## src/rtl/mdio_cmd_pkg.sv

```systemverilog
package mdio_cmd_pkg;
  localparam int FRAME_BITS = 64;
  localparam int PRE_BITS   = 32;
  localparam int TA_BIT     = 46;  // first turnaround bit
  localparam int DATA_BIT   = 48;  // first data bit
  localparam int BIT_W      = $clog2(FRAME_BITS);

  // command word field positions
  localparam int F_WR   = 13;
  localparam int F_RD   = 14;
  localparam int F_DONE = 15;

  typedef struct packed {
    logic [4:0]  phy;
    logic [4:0]  regad;
    logic        is_read;
    logic [15:0] wdata;
  } mdio_cmd_t;

  function automatic logic [FRAME_BITS-1:0] build_frame(mdio_cmd_t c);
    logic [1:0] op, ta;
    op = c.is_read ? 2'b10 : 2'b01;
    ta = c.is_read ? 2'b00 : 2'b10;
    return {{PRE_BITS{1'b1}}, 2'b01, op, c.phy, c.regad, ta,
            (c.is_read ? 16'h0 : c.wdata)};
  endfunction
endpackage

```

## src/rtl/mdio_clk_div.sv

```systemverilog
module mdio_clk_div #(
  parameter int HALF_CYCLES = 2
) (
  input  logic clk_i,
  input  logic rst_ni,
  input  logic en_i,
  output logic mdc_o,
  output logic rise_o,
  output logic fall_o
);
  localparam int CW = (HALF_CYCLES > 1) ? $clog2(HALF_CYCLES) : 1;

  logic [CW-1:0] cnt_q;
  logic          mdc_q;
  logic          wrap;

  assign wrap = (cnt_q == CW'(HALF_CYCLES - 1));

  always_ff @(posedge clk_i or negedge rst_ni) begin
    if (!rst_ni) begin
      cnt_q <= '0;
      mdc_q <= 1'b0;
    end else if (!en_i) begin
      cnt_q <= '0;
      mdc_q <= 1'b0;
    end else if (wrap) begin
      cnt_q <= '0;
      mdc_q <= ~mdc_q;
    end else begin
      cnt_q <= cnt_q + 1'b1;
    end
  end

  assign mdc_o  = mdc_q;
  assign rise_o = en_i & wrap & ~mdc_q;
  assign fall_o = en_i & wrap & mdc_q;


  mdc_idle_low_chk: assert property (@(posedge clk_i) disable iff (!rst_ni)
    !en_i |=> !mdc_o);
endmodule

```

## src/rtl/mdio_frame_eng.sv

```systemverilog
module mdio_frame_eng
  import mdio_cmd_pkg::*;
(
  input  logic        clk_i,
  input  logic        rst_ni,
  input  logic        start_i,
  input  mdio_cmd_t   cmd_i,
  input  logic        rise_i,
  input  logic        fall_i,
  input  logic        mdio_i,
  output logic        busy_o,
  output logic        done_o,
  output logic [15:0] rdata_o,
  output logic        mdio_o,
  output logic        mdio_oe_o
);
  logic                  busy_q, is_rd_q, oe_q, done_q;
  logic [FRAME_BITS-1:0] shift_q;
  logic [BIT_W-1:0]      bit_q;
  logic [15:0]           rd_q;

  always_ff @(posedge clk_i or negedge rst_ni) begin
    if (!rst_ni) begin
      busy_q  <= 1'b0;
      is_rd_q <= 1'b0;
      oe_q    <= 1'b0;
      done_q  <= 1'b0;
      shift_q <= '0;
      bit_q   <= '0;
      rd_q    <= '0;
    end else begin
      done_q <= 1'b0;
      if (start_i && !busy_q) begin
        busy_q  <= 1'b1;
        is_rd_q <= cmd_i.is_read;
        oe_q    <= 1'b1;
        shift_q <= build_frame(cmd_i);
        bit_q   <= '0;
        rd_q    <= '0;
      end else if (busy_q) begin
        if (rise_i && is_rd_q && bit_q >= BIT_W'(DATA_BIT))
          rd_q <= {rd_q[14:0], mdio_i};
        if (fall_i) begin
          if (bit_q == BIT_W'(FRAME_BITS - 1)) begin
            busy_q <= 1'b0;
            oe_q   <= 1'b0;
            done_q <= 1'b1;
          end else begin
            bit_q   <= bit_q + 1'b1;
            shift_q <= shift_q << 1;
            if (is_rd_q && bit_q == BIT_W'(TA_BIT - 1)) oe_q <= 1'b0;
          end
        end
      end
    end
  end

  assign busy_o    = busy_q;
  assign done_o    = done_q;
  assign rdata_o   = rd_q;
  assign mdio_o    = oe_q & shift_q[FRAME_BITS-1];
  assign mdio_oe_o = oe_q;


  read_release_chk: assert property (@(posedge clk_i) disable iff (!rst_ni)
    (busy_q && is_rd_q && bit_q >= BIT_W'(TA_BIT)) |-> !mdio_oe_o);


  mdio_hold_chk: assert property (@(posedge clk_i) disable iff (!rst_ni)
    (busy_q && $past(busy_q) && !$past(fall_i)) |-> $stable(mdio_o));
endmodule

```

## src/rtl/mdio_cmd_ctrl.sv

```systemverilog
module mdio_cmd_ctrl
  import mdio_cmd_pkg::*;
#(
  parameter int HALF_CYCLES = 2
) (
  input  logic        clk_i,
  input  logic        rst_ni,
  input  logic        reg_we_i,
  input  logic [31:0] reg_wdata_i,
  output logic [31:0] reg_rdata_o,
  output logic        mdc_o,
  output logic        mdio_o,
  output logic        mdio_oe_o,
  input  logic        mdio_i
);
  logic [4:0]  phy_q, regad_q;
  logic        cmd_wr_q, cmd_rd_q, flag_q, busy_q;
  logic [15:0] data_q;
  logic        accept;
  logic        eng_busy, eng_done, rise, fall;
  logic [15:0] eng_rdata;
  mdio_cmd_t   cmd;

  assign accept = reg_we_i && !busy_q && (reg_wdata_i[F_WR] ^ reg_wdata_i[F_RD]);

  assign cmd.phy     = reg_wdata_i[4:0];
  assign cmd.regad   = reg_wdata_i[12:8];
  assign cmd.is_read = reg_wdata_i[F_RD];
  assign cmd.wdata   = reg_wdata_i[31:16];

  always_ff @(posedge clk_i or negedge rst_ni) begin
    if (!rst_ni) begin
      phy_q    <= '0;
      regad_q  <= '0;
      cmd_wr_q <= 1'b0;
      cmd_rd_q <= 1'b0;
      flag_q   <= 1'b0;
      busy_q   <= 1'b0;
      data_q   <= '0;
    end else if (accept) begin
      phy_q    <= cmd.phy;
      regad_q  <= cmd.regad;
      cmd_wr_q <= ~cmd.is_read;
      cmd_rd_q <= cmd.is_read;
      data_q   <= cmd.wdata;
      flag_q   <= 1'b0;
      busy_q   <= 1'b1;
    end else if (busy_q) begin
      if (eng_done) begin
        busy_q   <= 1'b0;
        cmd_wr_q <= 1'b0;
        cmd_rd_q <= 1'b0;
        flag_q   <= 1'b1;
        if (cmd_rd_q) data_q <= eng_rdata;
      end
    end else if (reg_we_i && reg_wdata_i[F_DONE]) begin
      flag_q <= 1'b0;
    end
  end

  assign reg_rdata_o = {data_q, flag_q, cmd_rd_q, cmd_wr_q, regad_q, 3'b000, phy_q};

  mdio_clk_div #(.HALF_CYCLES(HALF_CYCLES)) div_i (
    .clk_i (clk_i),
    .rst_ni(rst_ni),
    .en_i  (eng_busy),
    .mdc_o (mdc_o),
    .rise_o(rise),
    .fall_o(fall)
  );

  mdio_frame_eng eng_i (
    .clk_i    (clk_i),
    .rst_ni   (rst_ni),
    .start_i  (accept),
    .cmd_i    (cmd),
    .rise_i   (rise),
    .fall_i   (fall),
    .mdio_i   (mdio_i),
    .busy_o   (eng_busy),
    .done_o   (eng_done),
    .rdata_o  (eng_rdata),
    .mdio_o   (mdio_o),
    .mdio_oe_o(mdio_oe_o)
  );


  busy_fields_hold_chk: assert property (@(posedge clk_i) disable iff (!rst_ni)
    busy_q |=> $stable({phy_q, regad_q}));


  done_sets_flag_chk: assert property (@(posedge clk_i) disable iff (!rst_ni)
    eng_done |=> flag_q);


  one_cmd_chk: assert property (@(posedge clk_i) disable iff (!rst_ni)
    $onehot0({cmd_rd_q, cmd_wr_q}));


  accept_clears_flag_chk: assert property (@(posedge clk_i) disable iff (!rst_ni)
    accept |=> !flag_q);
endmodule

```

## config.mk

```make
export PLATFORM = sky130hd
export DESIGN_NAME = mdio_cmd_ctrl
export DESIGN_NICKNAME = d
export VERILOG_FILES = /design/src/rtl/mdio_cmd_pkg.sv /design/src/rtl/mdio_clk_div.sv /design/src/rtl/mdio_frame_eng.sv /design/src/rtl/mdio_cmd_ctrl.sv
export SDC_FILE = /design/constraint.sdc
export NUM_CORES = 1
export LEC_CHECK = 0
export ABC_AREA = 1
export BUFFER_PORTS_ARGS = -buffer_cell sky130_fd_sc_hd__buf_2
export CORE_ASPECT_RATIO = 0.7
export CORE_UTILIZATION = 55
export CTS_BUF_LIST = sky130_fd_sc_hd__clkbuf_4
export DETAILED_ROUTE_END_ITERATION = 10
export PLACE_DENSITY = 0.73
export REMOVE_ABC_BUFFERS = 1
export SYNTH_ARGS = -nofsm -noshare
export SYNTH_HDL_FRONTEND = slang
export SYNTH_SLANG_ARGS = --single-unit
export TNS_END_PERCENT = 10
```

## constraint.sdc

```tcl
create_clock -name clk_i -period 4.5 [get_ports clk_i]
set_input_delay 0.45 -clock clk_i [delete_from_list [all_inputs] [get_ports clk_i]]
set_output_delay 0.45 -clock clk_i [all_outputs]
set_load 0.01 [all_outputs]
```

# == Word-level counts from Yosys, hierarchy flattened ==
# Index checks and enable logic that the tools add are counted.
# classes
reduce_logical,23
n_lt_le_gt_ge,1
muxes,46
addsub,2
eq_ne,5
bitwise_logic,7
# ops
operator,n
64-bit two-way mux,4
16-bit two-way mux,8
1-bit two-way mux,28
6-bit two-way mux,4
6-bit equality test (second input constant),2
2-bit nonzero test,6
3-bit AND reduction,3
1-bit logical AND,7
6-bit by 1-bit adder with 6-bit output (second input constant),1
6-bit greater-or-equal comparator (second input constant),1
2-bit AND reduction,3
3-bit nonzero test,2
1-bit bitwise AND,4
2-bit two-way mux,2
3-bit by 1-bit inequality test with 1-bit output (second input constant),1
1-bit logical NOT,2
2-bit by 1-bit inequality test with 1-bit output (second input constant),1
2-bit inequality test (second input constant),1
1-bit inverter,2
1-bit adder (second input constant),1
1-bit bitwise XOR,1
# totals
reg_bits,122
out_inout_bits,35
wordCells,100
in_bits,36

# == Logic depth before layout (Yosys ltp) ==
# Gate-level depths: netlist (run 1).
# logic_depth
ltp_word,7
ltp_mapped,9

# == Hierarchy ==
# A second synthesis (run 1) with hierarchy kept.
# hier_totals
cells_unflattened,685
area_unflattened_um2,5685.5
# modules_own_cells
module,cells_each,seq_area_each_um2,area_each_um2,n_inst
mdio_frame_eng,460,2252.2,4017.6,1
mdio_cmd_ctrl,213,750.7,1577.8,1
mdio_clk_div,12,50.0,90.1,1

# == Least setup slack after synthesis (run 1) ==
# OpenSTA, ideal clock, no wires.
# synth_path
path_type,reg2reg
from,register eng_i.bit_q[0]
to,register eng_i.shift_q[34]
path_stages_with_launch,8
t_required_ps,4431
slack_ps,2995
arrival_time_ps,1437
setup_ps,69
path_buffers,1
path_cell_list,dfrtp_1 -> ha_1 -> nand3_1 -> nor2_1 -> nor2_2 -> clkbuf_1 -> nand2_1 -> nand3_1
# synth_between
elab_chain_len,3
# synth_rtl
item,line,rtl
"start, declared",mdio_frame_eng.sv:19,logic [BIT_W-1:0] bit_q;
"start signal, assigned",mdio_frame_eng.sv:49,bit_q <= bit_q + 1'b1;
6-bit equality test,mdio_frame_eng.sv:44,if (bit_q == BIT_W'(FRAME_BITS - 1)) begin
2-bit by 1-bit inequality test with 1-bit output (no line),-,
3-bit AND reduction (no line),-,
"end signal, assigned",mdio_frame_eng.sv:37,shift_q <= build_frame(cmd_i);
"end signal, assigned",mdio_frame_eng.sv:50,shift_q <= shift_q << 1;
"end, declared",mdio_frame_eng.sv:18,logic [FRAME_BITS-1:0] shift_q;
# No other way between the ends.
# A chain may end at the register's enable or synchronous reset.

# == Worst setup path in the final report (run 1) ==
# layout_path
from,register busy_q
to,register eng_i.shift_q[29]
# layout_between
elab_chain_len,6
# layout_rtl
item,line,rtl
"start, declared",mdio_cmd_ctrl.sv:17,"logic cmd_wr_q, cmd_rd_q, flag_q, busy_q;"
"start signal, assigned",mdio_cmd_ctrl.sv:38,busy_q <= 1'b0;
"start signal, assigned",mdio_cmd_ctrl.sv:47,busy_q <= 1'b1;
"start signal, assigned",mdio_cmd_ctrl.sv:50,busy_q <= 1'b0;
1-bit logical NOT *,mdio_cmd_ctrl.sv:24,assign accept = reg_we_i && !busy_q && (reg_wdata_i[F_WR] ^ reg_wdata_i[F_RD]);
1-bit logical AND * (2 in a row),mdio_cmd_ctrl.sv:24,
1-bit logical AND *,mdio_frame_eng.sv:33,if (start_i && !busy_q) begin
2-bit by 1-bit inequality test with 1-bit output (no line) / 2-bit nonzero test (equally long branches),-,
3-bit AND reduction (no line),-,
# Mark *: on every way between the ends. The rest lies on a longest branch, timed or not.

==> tab_implementation.tex, run 1 <==
\begin{tabular}{lr}
\hline
Metric & Value \\
\hline
\multicolumn{2}{l}{\textbf{Drt}} \\
Vias after detailed routing & 4,494 \\
Vias per inst & 5.136 \\
Uppermost metal layer occupied by signal nets & met4 \\
Final routed wirelength across all metal layers & 11.54 mm \\
DRC violations left & 0 \\
Wire length on met3 & roughly 540 um \\
Drt first pass iters & 4 \\
Total met2 wirelength after detailed routing & 5.229 mm \\
Met1 WL & 5.606 mm \\
Antenna violation net count after detailed routing & 0 \\
Wire length per cell & between 10 and 15 um \\
Starting DRC count in detailed routing & 350 \\
\multicolumn{2}{l}{\textbf{CTS}} \\
TritonCTS Sinks & 122 \\
Resized cells post-CTS & 0 \\
Longest Clk Path Bufs & 2 \\
TritonCTS clock tree & yes \\
Worst skew pair latency & around 520 ps \\
Cell at the root of the clock tree & clkbuf\_4 \\
H-tree depth reported by CTS & 4 \\
Total clock buffers created by CTS & 17 \\
\# Post-CTS Setup Buffers & 0 \\
Clock transition at the registers of the reported paths & approximately 110 ps \\
\multicolumn{2}{l}{\textbf{Logic synthesis}} \\
Share of the synthesized area in the top cell type & 0.5520 \\
Number of synthesized flops with an enable pin & 0 \\
Commonest register cell after synthesis & dfrtp\_1 \\
Biggest area contributors in the synthesized netlist & dfrtp\_1, nand2\_1, nand3\_1, inv\_1, nor2\_1 \\
Synth Area in Adders & 0.004525 \\
Post-synthesis compound-gate area fraction & 0.03507 \\
Async S/R FF share, synth & 1.000 \\
Synth warnings & 0 \\
XOR/XNOR share of the synthesized area & 0.004751 \\
Number of instances in the synthesized netlist & 687 \\
Multiplexer area fraction after synthesis & 0 \\
Synthesized area per cell & 8.050 um2 \\
Sequential cell area fraction in the yosys report & 0.5520 \\
Main combinational cell family by area after synthesis & simple AND/OR/NAND/NOR gates \\
Basic-gate share of the synthesized area counting and, or, nand and nor cells & 0.3154 \\
Cell Area, Synth & $\sim$5500 um2 \\
Post-synthesis sequential element count & about 120 \\
Dominant cell type by area after synthesis & dfrtp\_1 \\
Post-synthesis cell type count & 26 \\
\multicolumn{2}{l}{\textbf{Cells and area}} \\
Reg area & between 3000 and 4000 um2 \\
N\_diodes & 0 \\
Area delta synth->final & 11.36\% \\
Fraction of layout cells with a size suffix above 1 & 0.1419 \\
Area of the multi-input gates & between 2000 and 2500 um2 \\
Most common library cell in the layout ignoring fill and taps & nand2\_1 \\
Number of nets in the layout & 773 \\
Leading cell types in the layout, fill and taps excluded & nand2\_1, dfrtp\_1, nand3\_1 \\
Filler instances & 869 \\
\multicolumn{2}{l}{\textbf{Die}} \\
Floorplan die width & 121.9 um \\
Die Footprint & 10,470 um2 \\
Core ar. & 9722 um2 \\
Standard-cell rows & 30 \\
Number of top-level pins & 71 \\
Chip Height & approximately 86 um \\
Initial Util & 0.5689 \\
\multicolumn{2}{l}{\textbf{Critical path}} \\
Total buffers and inverters traversed by the critical path & 1 \\
Worst-path cell with the longest stage delay & nand2\_1 \\
Launching element type of the critical path & register \\
Cell chain of the critical path & inv\_1, nand2\_1, nor2\_4, nand3\_2, nand2\_1, nand3\_1, nand2\_1 \\
Endpoint class of the critical path & register \\
Data required time at the worst endpoint & about 5000 ps \\
Crit path DAT & between 3000 and 4000 ps \\
Cell occurring most often along the worst timing path & nand2\_1 \\
Worst setup path category & register to register \\
Kind of cell with the highest combined delay on the critical path & simple AND/OR/NAND/NOR gates \\
Worst-path maximum fanout & 25 \\
Worst stage delay on the critical path & approximately 800 ps \\
\multicolumn{2}{l}{\textbf{Global route}} \\
Congestion Overflow GR & 0 \\
Initial antenna violation count & 0 \\
Total routing resource utilization after global routing & 0.2400 \\
Pin count of the biggest net entering global routing & between 70 and 80 \\
Number of global-route vias before repair & between 4,000 and 5,000 \\
Global-route wire length before repair & around 20 mm \\
\multicolumn{2}{l}{\textbf{Timing}} \\
Headroom to the max-slew limit & 0.3081 \\
Worst Max-Slew Pin Slew & 1037 ps \\
Worst Hold Slack & 135.0 ps \\
Max Clk Rate & roughly 370 MHz \\
Setup repair after global routing missed its margin & no \\
Final setup violation count & 0 \\
Number of hold violations in the final report & 0 \\
Post-route setup slack & 1784 ps \\
Tmin final & 2716 ps \\
Portion of the clock cycle consumed by the worst path in the final layout & 0.6036 \\
Largest clock skew in the final design & about 15 ps \\
Final total negative setup slack & 0 ps \\
Max-slew violation total from the final report & 0 \\
\multicolumn{2}{l}{\textbf{Run}} \\
Max-cap violations & 0 \\
\multicolumn{2}{l}{\textbf{Place}} \\
Placement Setup Slack & roughly 1500 ps \\
Detailed placer's ending HPWL & between 7 and 8 mm \\
Port bufs & 64 \\
Final weighted congestion in routability-driven placement & 0.7750 \\
\multicolumn{2}{l}{\textbf{Worst hold path}} \\
Class of the tightest hold or removal check & input port to register \\
\multicolumn{2}{l}{\textbf{Outcome}} \\
Result of the run & finished clean \\
\multicolumn{2}{l}{\textbf{Pwr}} \\
Cell leakage power & around 3.3 nW \\
Post-layout power & 1.991 mW \\
Total power divided by cell area & 323.2 nW/um2 \\
Maximum ir drop on the vdd rail & approximately 0.23 mV \\
\hline
\end{tabular}
power breakdown:
| part | internal (mW) | leakage, nW | total (mW) | switching (mW) |
|---|---|---|---|---|
| Clock | 0.430 | 0.152 | 0.838 | 0.408 |
| Combinational | 0.0156 | 1.82 | 0.0573 | 0.0417 |
| Sequential | 1.10 | 1.35 | 1.10 | 0 |
cell families (layout without fill, tap and decap cells):
group | after synthesis | after routing
xor+xnor | 3 | 3
buf+inv | 112 | 170
flops | 122 | 122
other cells | 1 | 3
simple gates | 412 | 412
compound gates | 35 | 35
fa+ha+maj | 2 | 2
final timing paths:
path	from	endpoint	slack, ps	depth (start not counted)
min in group asynchronous	rst_ni	eng_i.shift_q[60]	340	2
max reg2reg	busy_q	eng_i.shift_q[29]	1780	7
min	reg_wdata_i[12]	regad_q[4]	130	3
max in group asynchronous	rst_ni	data_q[13]	3130	3
min reg2reg	div_i.cnt_q	div_i.cnt_q	480	1
max	busy_q	eng_i.shift_q[29]	1780	7
layer usage:
layer  up-vias  GRT usage
li1       2260          -
met1      2106     0.3274
met2       111     0.3724
met3        17    0.06051
met4         0    0.08866
met5         -          0
timing repair:
item | in CTS | in global routing
hold buffers | 1 | 0
setup endpoints to repair | 0 | 0
hold endpoints to repair | 21 | 0
state kept, by name, indices dropped and copies added, names as in the netlist:
signal	cells
eng_i.shift_q	64
data_q	16
eng_i.rdata_o	16
eng_i.bit_q	6
phy_q	5
regad_q	5
busy_q	1
cmd_rd_q	1
cmd_wr_q	1
div_i.cnt_q	1
div_i.mdc_o	1
eng_i.busy_o	1
eng_i.done_o	1
eng_i.is_rd_q	1
eng_i.mdio_oe_o	1
flag_q	1
final cells by class:
cell class | instances | area share
timing repair buffer | 72 | 0.06258
sequential | 122 | 0.4957
inverter | 67 | 0.04084
clock inverter | 14 | 0.02926
multi-input combinational | 455 | 0.3249
tap | 128 | 0.02601
clock buffer | 17 | 0.02072
stage by stage:
stage / cells / cell area (um2) / utilization
6_report: 875 / 6158 / 0.6335
2_1_floorplan: 644 / 5305 / -
3_3_place_gp: 843 / 5841 / 0.6008
3_5_place_dp: 843 / 5841 / 0.6008
5_1_grt: 875 / 6158 / 0.6335
4_1_cts: 875 / 6158 / 0.6335
worst register-to-register path, delay by kind of cell (launching register included):
family        cells  cell delay [ps]
buf+inv           1               90
flops             1              400
simple gates      6             2160
cells in the mapped netlist, types with 3 or more instances:
cell type  number
inv_1          65
nand2_1       242
o22ai_1        13
dfrtp_1       122
a21oi_1         4
nand4_1        22
buf_4           8
nor2_1         47
clkbuf_1       14
o21ai_0        14
buf_2          21
o21ai_1         3
nand3_1        95
Note: power is estimated with default switching activity, not from simulation.
==> run 2: changes to the inputs <==
Settings changed: CORE_UTILIZATION 55 to 54, PLACE_DENSITY 0.73 to 0.75.
Clock period 4.5 ns to 2.2 ns, I/O delays scaled along.
==> tab_implementation.tex, run 2 (synthesis gave the netlist of run 1 again) <==
\begin{tabular}{lr}
\hline
Metric & Value \\
\hline
\multicolumn{2}{l}{\textbf{Cells and area}} \\
Number of flip-flops under the largest register name & 64 (unchanged) \\
Reg area & 3053 um2 (unchanged) \\
Register containing the most flip-flops in the final layout & eng\_i.shift\_q \\
Area delta synth->final & 17.60\% \\
Area of the multi-input gates & 2001 um2 (unchanged) \\
Non-filler cells in the finished layout & 914 (+4.5\%) \\
Filler instances & 826 (-4.9\%) \\
Number of nets in the layout & 812 (+5.0\%) \\
Total non-filler cell area in the finished layout & 6504 um2 (+5.6\%) \\
Fraction of layout cells with a size suffix above 1 & 0.1438 (+0.001865) \\
Most common library cell in the layout ignoring fill and taps & nand2\_1 \\
Leading cell types in the layout, fill and taps excluded & nand2\_1, dfrtp\_1, nand3\_1 \\
N\_diodes & 0 (unchanged) \\
\multicolumn{2}{l}{\textbf{Pwr}} \\
Part of the power in registers & 0.578 (+0.028) \\
Total internal power & 2.977 mW (+93\%) \\
Net switching share of the total power & 0.2319 (+0.006197) \\
Cell leakage power & 3.476 nW (+4.9\%) \\
Total power divided by cell area & 595.9 nW/um2 (+84\%) \\
Maximum ir drop on the vdd rail & 0.3930 mV (+74\%) \\
Switching power total & 0.8988 mW (+100\%) \\
Share of power burned in the clock network & 0.379 (-0.042) \\
Combinational power share & 0.042 (+0.013) \\
\multicolumn{2}{l}{\textbf{Timing}} \\
Worst Max-Slew Pin Slew & 509.8 ps (-526.9 ps) \\
Tmin final & 1767 ps (-949.3 ps) \\
Headroom to the max-slew limit & 0.6598 (+0.3516) \\
Max-slew violation total from the final report & 0 (unchanged) \\
Max Clk Rate & 565.9 MHz (+54\%) \\
Largest clock skew in the final design & 15.28 ps (+0.4272 ps) \\
Number of hold violations in the final report & 0 (unchanged) \\
Final setup violation count & 0 (unchanged) \\
Portion of the clock cycle consumed by the worst path in the final layout & 0.8032 (+0.1996) \\
Post-route setup slack & 432.9 ps (-1351 ps) \\
Setup repair after global routing missed its margin & no \\
\multicolumn{2}{l}{\textbf{Die}} \\
Chip Height & 86.67 um (+0.90\%) \\
Standard-cell rows & 30 (unchanged) \\
Initial Util & 0.5623 (-0.006514) \\
Number of top-level pins & 71 (unchanged) \\
Core ar. & 9834 um2 (+1.2\%) \\
Die Footprint & 10,660 um2 (+1.8\%) \\
Floorplan die width & 123.0 um (+0.91\%) \\
\multicolumn{2}{l}{\textbf{Global route}} \\
Total routing resource utilization after global routing & 0.2503 (+0.01028) \\
Initial antenna violation count & 0 (unchanged) \\
Global-route wire length before repair & 20.71 mm (+6.1\%) \\
Number of global-route vias before repair & 4,533 (+6.5\%) \\
Pin count of the biggest net entering global routing & 66 (-8.3\%) \\
Congestion Overflow GR & 0 (unchanged) \\
\multicolumn{2}{l}{\textbf{Critical path}} \\
Startpoint of the most critical register-to-register path & eng\_i.bit\_q[0] \\
Flop-to-flop setup slack & 430 ps (-1350 ps) \\
CP endpoint & eng\_i.shift\_q[31] \\
Crit path DAT & 2160 ps (-1010 ps) \\
Capture point of the worst reg-to-reg path & eng\_i.shift\_q[31] \\
Worst setup path startpoint & eng\_i.bit\_q[0] \\
Worst-path maximum fanout & 17 (-32\%) \\
Worst-case reg-to-reg path depth & 8 (+1) \\
Data required time at the worst endpoint & 2600 ps (-2350 ps) \\
Worst setup path category & register to register \\
Launching element type of the critical path & register \\
Endpoint class of the critical path & register \\
\multicolumn{2}{l}{\textbf{Drt}} \\
Starting DRC count in detailed routing & 420 (+20\%) \\
Vias after detailed routing & 4,730 (+5.3\%) \\
Drt first pass iters & 5 (+1) \\
Wire length per cell & 13.59 um (+3.1\%) \\
DRC violations left & 0 (unchanged) \\
Antenna violation net count after detailed routing & 0 (unchanged) \\
Vias per inst & 5.175 (+0.76\%) \\
Final routed wirelength across all metal layers & 12.42 mm (+7.7\%) \\
\multicolumn{2}{l}{\textbf{CTS}} \\
Resized cells post-CTS & 0 (unchanged) \\
H-tree depth reported by CTS & 4 (unchanged) \\
Worst skew pair latency & 520 ps (about the same) \\
Total clock buffers created by CTS & 17 (unchanged) \\
Longest Clk Path Bufs & 2 (unchanged) \\
Clock transition at the registers of the reported paths & 110 ps (about the same) \\
TritonCTS clock tree & yes \\
Cell at the root of the clock tree & clkbuf\_4 \\
TritonCTS Sinks & 122 (unchanged) \\
\multicolumn{2}{l}{\textbf{Place}} \\
Placement Setup Slack & 456.9 ps (-1038 ps) \\
Placed cell count & 853 (+1.2\%) \\
Detailed placer's ending HPWL & 7.938 mm (+6.9\%) \\
Port bufs & 64 (unchanged) \\
Area after detailed placement & 5953 um2 (+1.9\%) \\
Final weighted congestion in routability-driven placement & 0.7805 (+0.71\%) \\
\multicolumn{2}{l}{\textbf{Worst hold path}} \\
Hold Path Stages & 4 (+1) \\
Worst hold path startpoint & reg\_we\_i \\
Class of the tightest hold or removal check & input port to register \\
\multicolumn{2}{l}{\textbf{Outcome}} \\
Result of the run & finished clean \\
\multicolumn{2}{l}{\textbf{Run}} \\
Max-cap violations & 0 (unchanged) \\
\hline
\end{tabular}
run 2: cell count changes in the layout (fill, tap and decap cells not counted):
| cell | delta |
|---|---|
| buf_12 | +3 |
| clkbuf_4 | +2 |
| clkinv_4 | -1 |
| clkinvlp_4 | -2 |
| clkinv_1 | +3 |
| dlygate4sd3_1 | +29 |
| bufinv_16 | -2 |
| buf_4 | +7 |
run 2: metrics by stage:
stage               hold WS, ps  setup TNS, ps    util  power (mW)
CTS                       3.339              0  0.6613       3.901
global route              47.31              0  0.6613       4.010
finish                    33.01              0  0.6613       3.876
floorplan                -75.59         -31030       -       2.308
global placement          146.4              0  0.6053       2.407
detailed placement        155.3              0  0.6053       2.410
run 2: critical path: stages (launching register included):
cell	delay, ps
dfrtp_1	460
ha_1	260
inv_1	70
nor2_1	40
nand2_1	100
nand2_2	100
nand2_1	220
buf_4	280
o21ai_0	110
run 2: area by class of cell:
type                       instances  share of cell area
inverter                          67             0.03867
tap                              128             0.02462
clock buffer                      19             0.02193
clock inverter                    12             0.01654
sequential                       122              0.4694
timing repair buffer             111              0.1212
multi-input combinational        455              0.3076
run 2: power by group through the flow:
stage	Combinational, mW	Clock [mW]	Sequential [mW]
global route	0.184	1.59	2.24
floorplan	0.0225	0	2.29
global placement	0.122	0	2.28
CTS	0.166	1.49	2.24
finish	0.164	1.47	2.24
detailed placement	0.125	0	2.28
run 2: worst min path at each step:
stage                     to  slack, ps
global route          flag_q         50
floorplan             busy_q        -80
global placement    cmd_wr_q        150
finish                flag_q         30
detailed placement    busy_q        160
CTS                   flag_q          3
run 2: layer usage:
metal | global-route usage | part of all wire | vias to the layer above
met5 | 0 | 0 | -
met4 | 0.09091 | 0.012 | 0
met3 | 0.05789 | 0.048 | 20
met2 | 0.3922 | 0.46 | 138
met1 | 0.3416 | 0.48 | 2235
li1 | - | - | 2337
run 2: what timing repair did:
action,CTS,global route
buffers inserted,0,0
hold buffers,30,0
hold endpoints to repair,85,0
